`config.mk`:
```
export PLATFORM = sky130hd
export DESIGN_NAME = pulse_prog_ctrl
export DESIGN_NICKNAME = d
export VERILOG_FILES = /design/src/rtl/pulse_pkg.sv /design/src/rtl/ps_stage.sv /design/src/rtl/ps_merge.sv /design/src/rtl/ps_steer.sv /design/src/rtl/pulse_prog_ctrl.sv
export SDC_FILE = /design/constraint.sdc
export NUM_CORES = 1
export LEC_CHECK = 0
export ABC_AREA = 1
export BUFFER_PORTS_ARGS = -buffer_cell sky130_fd_sc_hd__clkbuf_2
export CAP_MARGIN = 40
export CORE_UTILIZATION = 44
export CTS_CLUSTER_DIAMETER = 80
export CTS_CLUSTER_SIZE = 14
export DETAILED_ROUTE_END_ITERATION = 16
export PLACE_DENSITY_LB_ADDON = 0.05
export SYNTH_ARGS = -nofsm -noshare
export SYNTH_HDL_FRONTEND = slang
export SYNTH_SLANG_ARGS = --single-unit
```
`constraint.sdc`:
```
create_clock -name clk -period 2.4 [get_ports clk]
set_clock_uncertainty 0.1 [all_clocks]
set_input_delay 0.24 -clock clk [delete_from_list [all_inputs] [get_ports clk]]
set_output_delay 0.24 -clock clk [all_outputs]
set_load 0.02 [all_outputs]
```
`src/rtl/pulse_pkg.sv`:
```
package pulse_pkg;
  // writer slots on the accumulator merge
  localparam int ACC_LOAD   = 0;
  localparam int ACC_ADD    = 1;
  localparam int ACC_XOR    = 2;
  localparam int ACC_LOOP   = 3;
  localparam int ACC_NWR    = 4;
  // writer slots on the counter merge
  localparam int CNT_INIT   = 0;
  localparam int CNT_DEC    = 1;
  localparam int CNT_NWR    = 2;
endpackage

```
`src/rtl/ps_stage.sv`:
```
// One statement stage: a delay flop for the control pulse plus the
// enable-gated data term it hands to a merged register.
module ps_stage #(
  parameter int W = 8
) (
  input  logic         clk,
  input  logic         rst_n,
  input  logic         go,
  input  logic [W-1:0] value,
  output logic         done,
  output logic         we,
  output logic [W-1:0] wd
);
  assign we = go;
  assign wd = value & {W{go}};

  always_ff @(posedge clk or negedge rst_n) begin
    if (!rst_n) done <= 1'b0;
    else        done <= go;
  end
endmodule

```
`src/rtl/ps_merge.sv`:
```
// Variable register shared by N writers: enable and data are OR-merged.
module ps_merge #(
  parameter int W = 8,
  parameter int N = 2
) (
  input  logic              clk,
  input  logic [N-1:0]      we,
  input  logic [N-1:0][W-1:0] wd,
  output logic [W-1:0]      q
);
  logic [N:0][W-1:0] chain;
  logic              en;

  assign chain[0] = '0;
  for (genvar i = 0; i < N; i++) begin : g_or
    assign chain[i+1] = chain[i] | wd[i];
  end
  assign en = |we;

  always_ff @(posedge clk) begin
    if (en) q <= chain[N];
  end
endmodule

```
`src/rtl/ps_steer.sv`:
```
// Pulse steering: used both for the two-way conditional and for the
// loop head (entry pulse OR body return, then test).
module ps_steer (
  input  logic enter,
  input  logic back,
  input  logic cond,
  output logic on_true,
  output logic on_false
);
  logic p;
  assign p        = enter | back;
  assign on_true  = p & cond;
  assign on_false = p & ~cond;
endmodule

```
`src/rtl/pulse_prog_ctrl.sv`:
```
module pulse_prog_ctrl #(
  parameter int W  = 8,
  parameter int CW = 4
) (
  input  logic          clk,
  input  logic          rst_n,
  input  logic          start,
  input  logic          sel,
  input  logic [W-1:0]  din_a,
  input  logic [W-1:0]  din_b,
  input  logic [CW-1:0] trip,
  output logic          finish,
  output logic [W-1:0]  acc_q,
  output logic [CW-1:0] cnt_q
);
  import pulse_pkg::*;

  logic [ACC_NWR-1:0]         acc_we;
  logic [ACC_NWR-1:0][W-1:0]  acc_wd;
  logic [CNT_NWR-1:0]         cnt_we;
  logic [CNT_NWR-1:0][CW-1:0] cnt_wd;

  logic ld_done, add_go, xor_go, add_done, xor_done, br_done;
  logic ini_done, body_go, leave, bodya_done, bodyb_done;
  logic [6:0] ctl_pulses;

  // statement 1: acc := din_a
  ps_stage #(.W(W)) u_load (
    .clk(clk), .rst_n(rst_n), .go(start), .value(din_a),
    .done(ld_done), .we(acc_we[ACC_LOAD]), .wd(acc_wd[ACC_LOAD]));

  // conditional on sel
  ps_steer u_cond (
    .enter(ld_done), .back(1'b0), .cond(sel),
    .on_true(add_go), .on_false(xor_go));

  ps_stage #(.W(W)) u_add (
    .clk(clk), .rst_n(rst_n), .go(add_go), .value(acc_q + din_b),
    .done(add_done), .we(acc_we[ACC_ADD]), .wd(acc_wd[ACC_ADD]));

  ps_stage #(.W(W)) u_xor (
    .clk(clk), .rst_n(rst_n), .go(xor_go), .value(acc_q ^ din_b),
    .done(xor_done), .we(acc_we[ACC_XOR]), .wd(acc_wd[ACC_XOR]));

  assign br_done = add_done | xor_done;

  // cnt := trip
  ps_stage #(.W(CW)) u_init (
    .clk(clk), .rst_n(rst_n), .go(br_done), .value(trip),
    .done(ini_done), .we(cnt_we[CNT_INIT]), .wd(cnt_wd[CNT_INIT]));

  // loop head: while cnt != 0
  ps_steer u_loop (
    .enter(ini_done), .back(bodyb_done), .cond(cnt_q != '0),
    .on_true(body_go), .on_false(leave));

  // body part A: acc := acc + din_b
  ps_stage #(.W(W)) u_body_a (
    .clk(clk), .rst_n(rst_n), .go(body_go), .value(acc_q + din_b),
    .done(bodya_done), .we(acc_we[ACC_LOOP]), .wd(acc_wd[ACC_LOOP]));

  // body part B: cnt := cnt - 1
  ps_stage #(.W(CW)) u_body_b (
    .clk(clk), .rst_n(rst_n), .go(bodya_done), .value(cnt_q - 1'b1),
    .done(bodyb_done), .we(cnt_we[CNT_DEC]), .wd(cnt_wd[CNT_DEC]));

  // composite finish delay element
  always_ff @(posedge clk or negedge rst_n) begin
    if (!rst_n) finish <= 1'b0;
    else        finish <= leave;
  end

  ps_merge #(.W(W), .N(ACC_NWR)) u_acc (
    .clk(clk), .we(acc_we), .wd(acc_wd), .q(acc_q));

  ps_merge #(.W(CW), .N(CNT_NWR)) u_cnt (
    .clk(clk), .we(cnt_we), .wd(cnt_wd), .q(cnt_q));

  assign ctl_pulses = {ld_done, add_done, xor_done, ini_done,
                       bodya_done, bodyb_done, finish};
endmodule

```
Word level (Yosys, flattened, before mapping):

Index checks and enable logic that the tools add are counted.

* register bits after elaboration: 19
* input port bits: 24
* output and inout bits: 13

* add/subtract/negate cells: 2
* bitwise logic cells: 19
* reductions and logical operators: 3

Operators by type and width (count)
* $and A8 B8 Y8: 4
* $or A8 B8 Y8: 3
* $add A8 B8 Y8: 1
* $and A4 B4 Y4: 2
* $xor A8 B8 Y8: 1
* $and A1 B1 Y1: 4
* $or A4 B4 Y4: 1
* $reduce_bool A4 Y1: 1
* $reduce_or A4 Y1: 1
* $sub A4 B1 Y4 const B: 1
* $not A1 Y1: 2
* $or A1 B1 Y1: 2
* $reduce_or A2 Y1: 1

Logic depth before layout (Yosys ltp):

* depth after elaboration: 5
* mapped depth: 9
* gate-level depth less buffers: 9

By module:

A second synthesis with hierarchy kept.

* cell total of the unflattened synthesis: 232
* area total of the unflattened synthesis: 1535.2 um^2

Modules (own cells, without submodules)
* pulse_prog_ctrl: instances 1, cells each 74, area an instance 471.7 um^2
* ps_stage at u_add ...: instances 4, cells each 19, area an instance 97.6 um^2
* ps_merge at u_acc: instances 1, cells each 35, area an instance 341.6 um^2
* ps_merge at u_cnt: instances 1, cells each 19, area an instance 176.4 um^2
* ps_stage at u_body_b ...: instances 2, cells each 10, area an instance 62.6 um^2
* ps_steer: instances 2, cells each 4, area an instance 15.0 um^2

Worst setup path after synthesis:

Ideal clock, no wire load.

* path type: register to register
* start: register u_acc.q[0]
* end: register u_acc.q[4] (data pin)
* data arrival time: 1.568 ns
* data required time: 2.041 ns
* setup slack: 0.473 ns
* cell stages (with the launch flop): 8
* path buffers: 0
* clock period less this slack: 1.927 ns
* path through: edfxtp_1 -> ha_1 -> fa_1 -> nand3_1 -> nand2_1 -> or2_1 -> nand3_1 -> nand3_1

RTL lines
* start, declared: RTL line ps_merge.sv:9 `output logic [W-1:0] q`
* start signal, assigned: RTL line ps_merge.sv:21 `if (en) q <= chain[N];`

==> out/results.ini <==
[layout]
fill_cells=247
multiInputGateArea_um2=548
drive_above_1_share_pct=26.4
layoutNonFillerInstCount=208
diodes=0
fin_nets=213
seqCellArea_um2=536
final_area_um2=1430
final_core_util_pct=57.1
areaGrowthSynthToFinish_pct=21.6

[place]
post-place-cells=203
io_buffers=36
hpwl_mm=1.96
place_area_um2=1390
gp_congestion=0.779
pre_cts_ws_ns=0.511

[drt]
wl_per_cell_um=11.8
antenna_left=0
wirelength_mm=2.45
dr.pass1.iters=4
routed_via_density=4.97
drc_errors=0
routed-via-count=1033
drt-initial-drc-count=16

[grt]
grtUsageTotal_pct=19.0
grt_max_degree=13
grt_pass1_wl_mm=3.83
grt_pass1_vias=890
grt-ovfl-total=0
antenna_found_initial=0

[floorplan]
coreArea_um2=2500
die_y_um=53.6
dieArea_um2=2880
die_x_um=53.6
boundaryPins=37
start_util_pct=46.9
std_cell_rows=18

[synth]
postSynthCellCount=138
yosysSeqAreaShare_pct=45.6
async_flop_share_pct=36.8
syn_nets=172
synth_area_leaders=edfxtp_1 (31%), dfrtp_1 (15%), nand2_1 (13%)
yosysTopAreaCell=edfxtp_1
yosys_most_used_dff=edfxtp_1
yosys_register_bits=19
synth_cell_type_count=25
yosys_warnings=0
netlist_area_um2=1170
avgSynthCellArea_um2=8.50
synth_edf_count=12
synth_top_area_share_pct=30.7

[outcome]
status=completed

[worst_setup_path]
cp_common_cell=nand3_1
cp_top_family=adder cells
cp-start-kind=flip-flop
endpoint_kind=flip-flop
required_ns=2.37
r2r_slack_ns=0.50
critical_path_class=reg -> reg
slowest_delay_ns=0.42
arrival_ns=1.88
cpMaxStageDelayCell=edfxtp_1
path_max_fanout=3
worst-path-buf-inv=0
cp_cell_sequence=ha_1 -> fa_1 -> nand3_1 -> nand2_1 -> or2_1 -> nand3_1 -> nand3_1

[sta]
slew_headroom_pct=66.9
fin_crit_sh_pct=79.3
hold_ws_ns=0.0905
hold_violations=0
tightestPinTransition_ns=0.495
drv_slew=0
tns_ns=0
period_minus_slack_ns=1.90
setup_viol=0
rsz0062_at_grt=no
fmax_mhz=526
setup_ws_ns=0.497

[clock_network]
cts.repair.resized=0
clock-root-buffer=clkbuf_4
cts_tree=yes
cts-buffers-inserted=3
cts.sinks=19
path_clk_slew_ns=0.12
cts-htree-levels=1
clock_path_buffers=2
insertion_delay_ns=0.31

[hold_path]
hold_path.class=in -> reg

[power]
max-vdd-ir-drop_v=0.000623
fin_total_pwr_mw=1.52
p_leak_nw=0.764
power_density_nw_per_um2=1060

[job]
drv_cap=0

## power by group
group	switching (mW)	internal (mW)	leakage [nW]
Combinational	0.480	0.298	0.553
Sequential	0.0742	0.491	0.197
Clock	0.111	0.0635	0.0139
Total	0.666	0.853	0.764
## worst reg2reg max path: stages, from the launching register on
cell and delay [ns]:
edfxtp_1 0.42, ha_1 0.23, fa_1 0.41, nand3_1 0.09
nand2_1 0.09, or2_1 0.21, nand3_1 0.06, nand3_1 0.07
## routing by layer
layer / share of wire, % / track usage [%] / wire, µm / vias to the layer above
met5: 0 / 0 / 0 / -
met4: 1.3 / 6.58 / 31 / 0
met3: 4.7 / 3.39 / 114 / 4
met2: 43 / 28.5 / 1050 / 27
met1: 51 / 27.4 / 1250 / 463
li1: - / - / - / 539
## layout make-up
cell class	count	area share [%]
timing repair buffer	37	13.3
sequential	19	37.5
multi-input combinational	95	38.4
tap	30	2.63
clock inverter	1	0.526
inverter	23	6.05
clock buffer	3	1.58
## logic make-up (layout without fill, tap and decap cells)
| group | Yosys count | after routing | share of synthesized area (%) |
|---|---|---|---|
| AND/OR/NAND/NOR | 67 | 67 | 25.7 |
| buffers and inverters | 24 | 64 | 7.68 |
| flip-flops | 19 | 19 | 45.6 |
| AO/OA/AOI/OAI | 16 | 16 | 8.21 |
| adder cells (fa/ha/maj) | 10 | 10 | 11.3 |
| XOR/XNOR | 2 | 2 | 1.49 |
## synthesized netlist by cell type (all sizes together) (2+ instances only)
cell type  instances
xnor2              2
nor2               4
nand3             15
ha                 9
dfrtp              7
nand4              2
nand2             42
a21oi              4
o21ai              8
inv               23
or2                3
edfxtp            12
## sequential cells by signal (all words and copies together) (netlist names)
register and count:
u_acc.q 8, u_cnt.q 4, finish 1, u_add.done 1, u_body_a.done 1, u_body_b.done 1
u_init.done 1, u_load.done 1, u_xor.done 1
## timing repair
action,in CTS,in global routing
hold endpoints to repair,7,0
hold buffers,1,0
buffers inserted,0,0
## worst paths after layout
check                               from  depth (start not counted)             to
hold reg to reg            u_body_a.done                          0  u_body_b.done
min in group asynchronous          rst_n                          2         finish
setup reg to reg              u_acc.q[0]                          7     u_acc.q[4]
max in group asynchronous          rst_n                          2  u_body_b.done
hold / removal                     start                          1    u_load.done
setup / recovery              u_acc.q[0]                          7     u_acc.q[4]
## layout by cell type (no fill, tap or decap), types with 3 or more instances in the layout
cell type,instances
a21oi_1,4
clkbuf_2,36
clkbuf_4,3
dfrtp_1,7
edfxtp_1,12
ha_1,9
inv_1,21
nand2_1,41
nand3_1,14
nor2_1,4
o21ai_0,7
(Power assumes the default switching activity.)
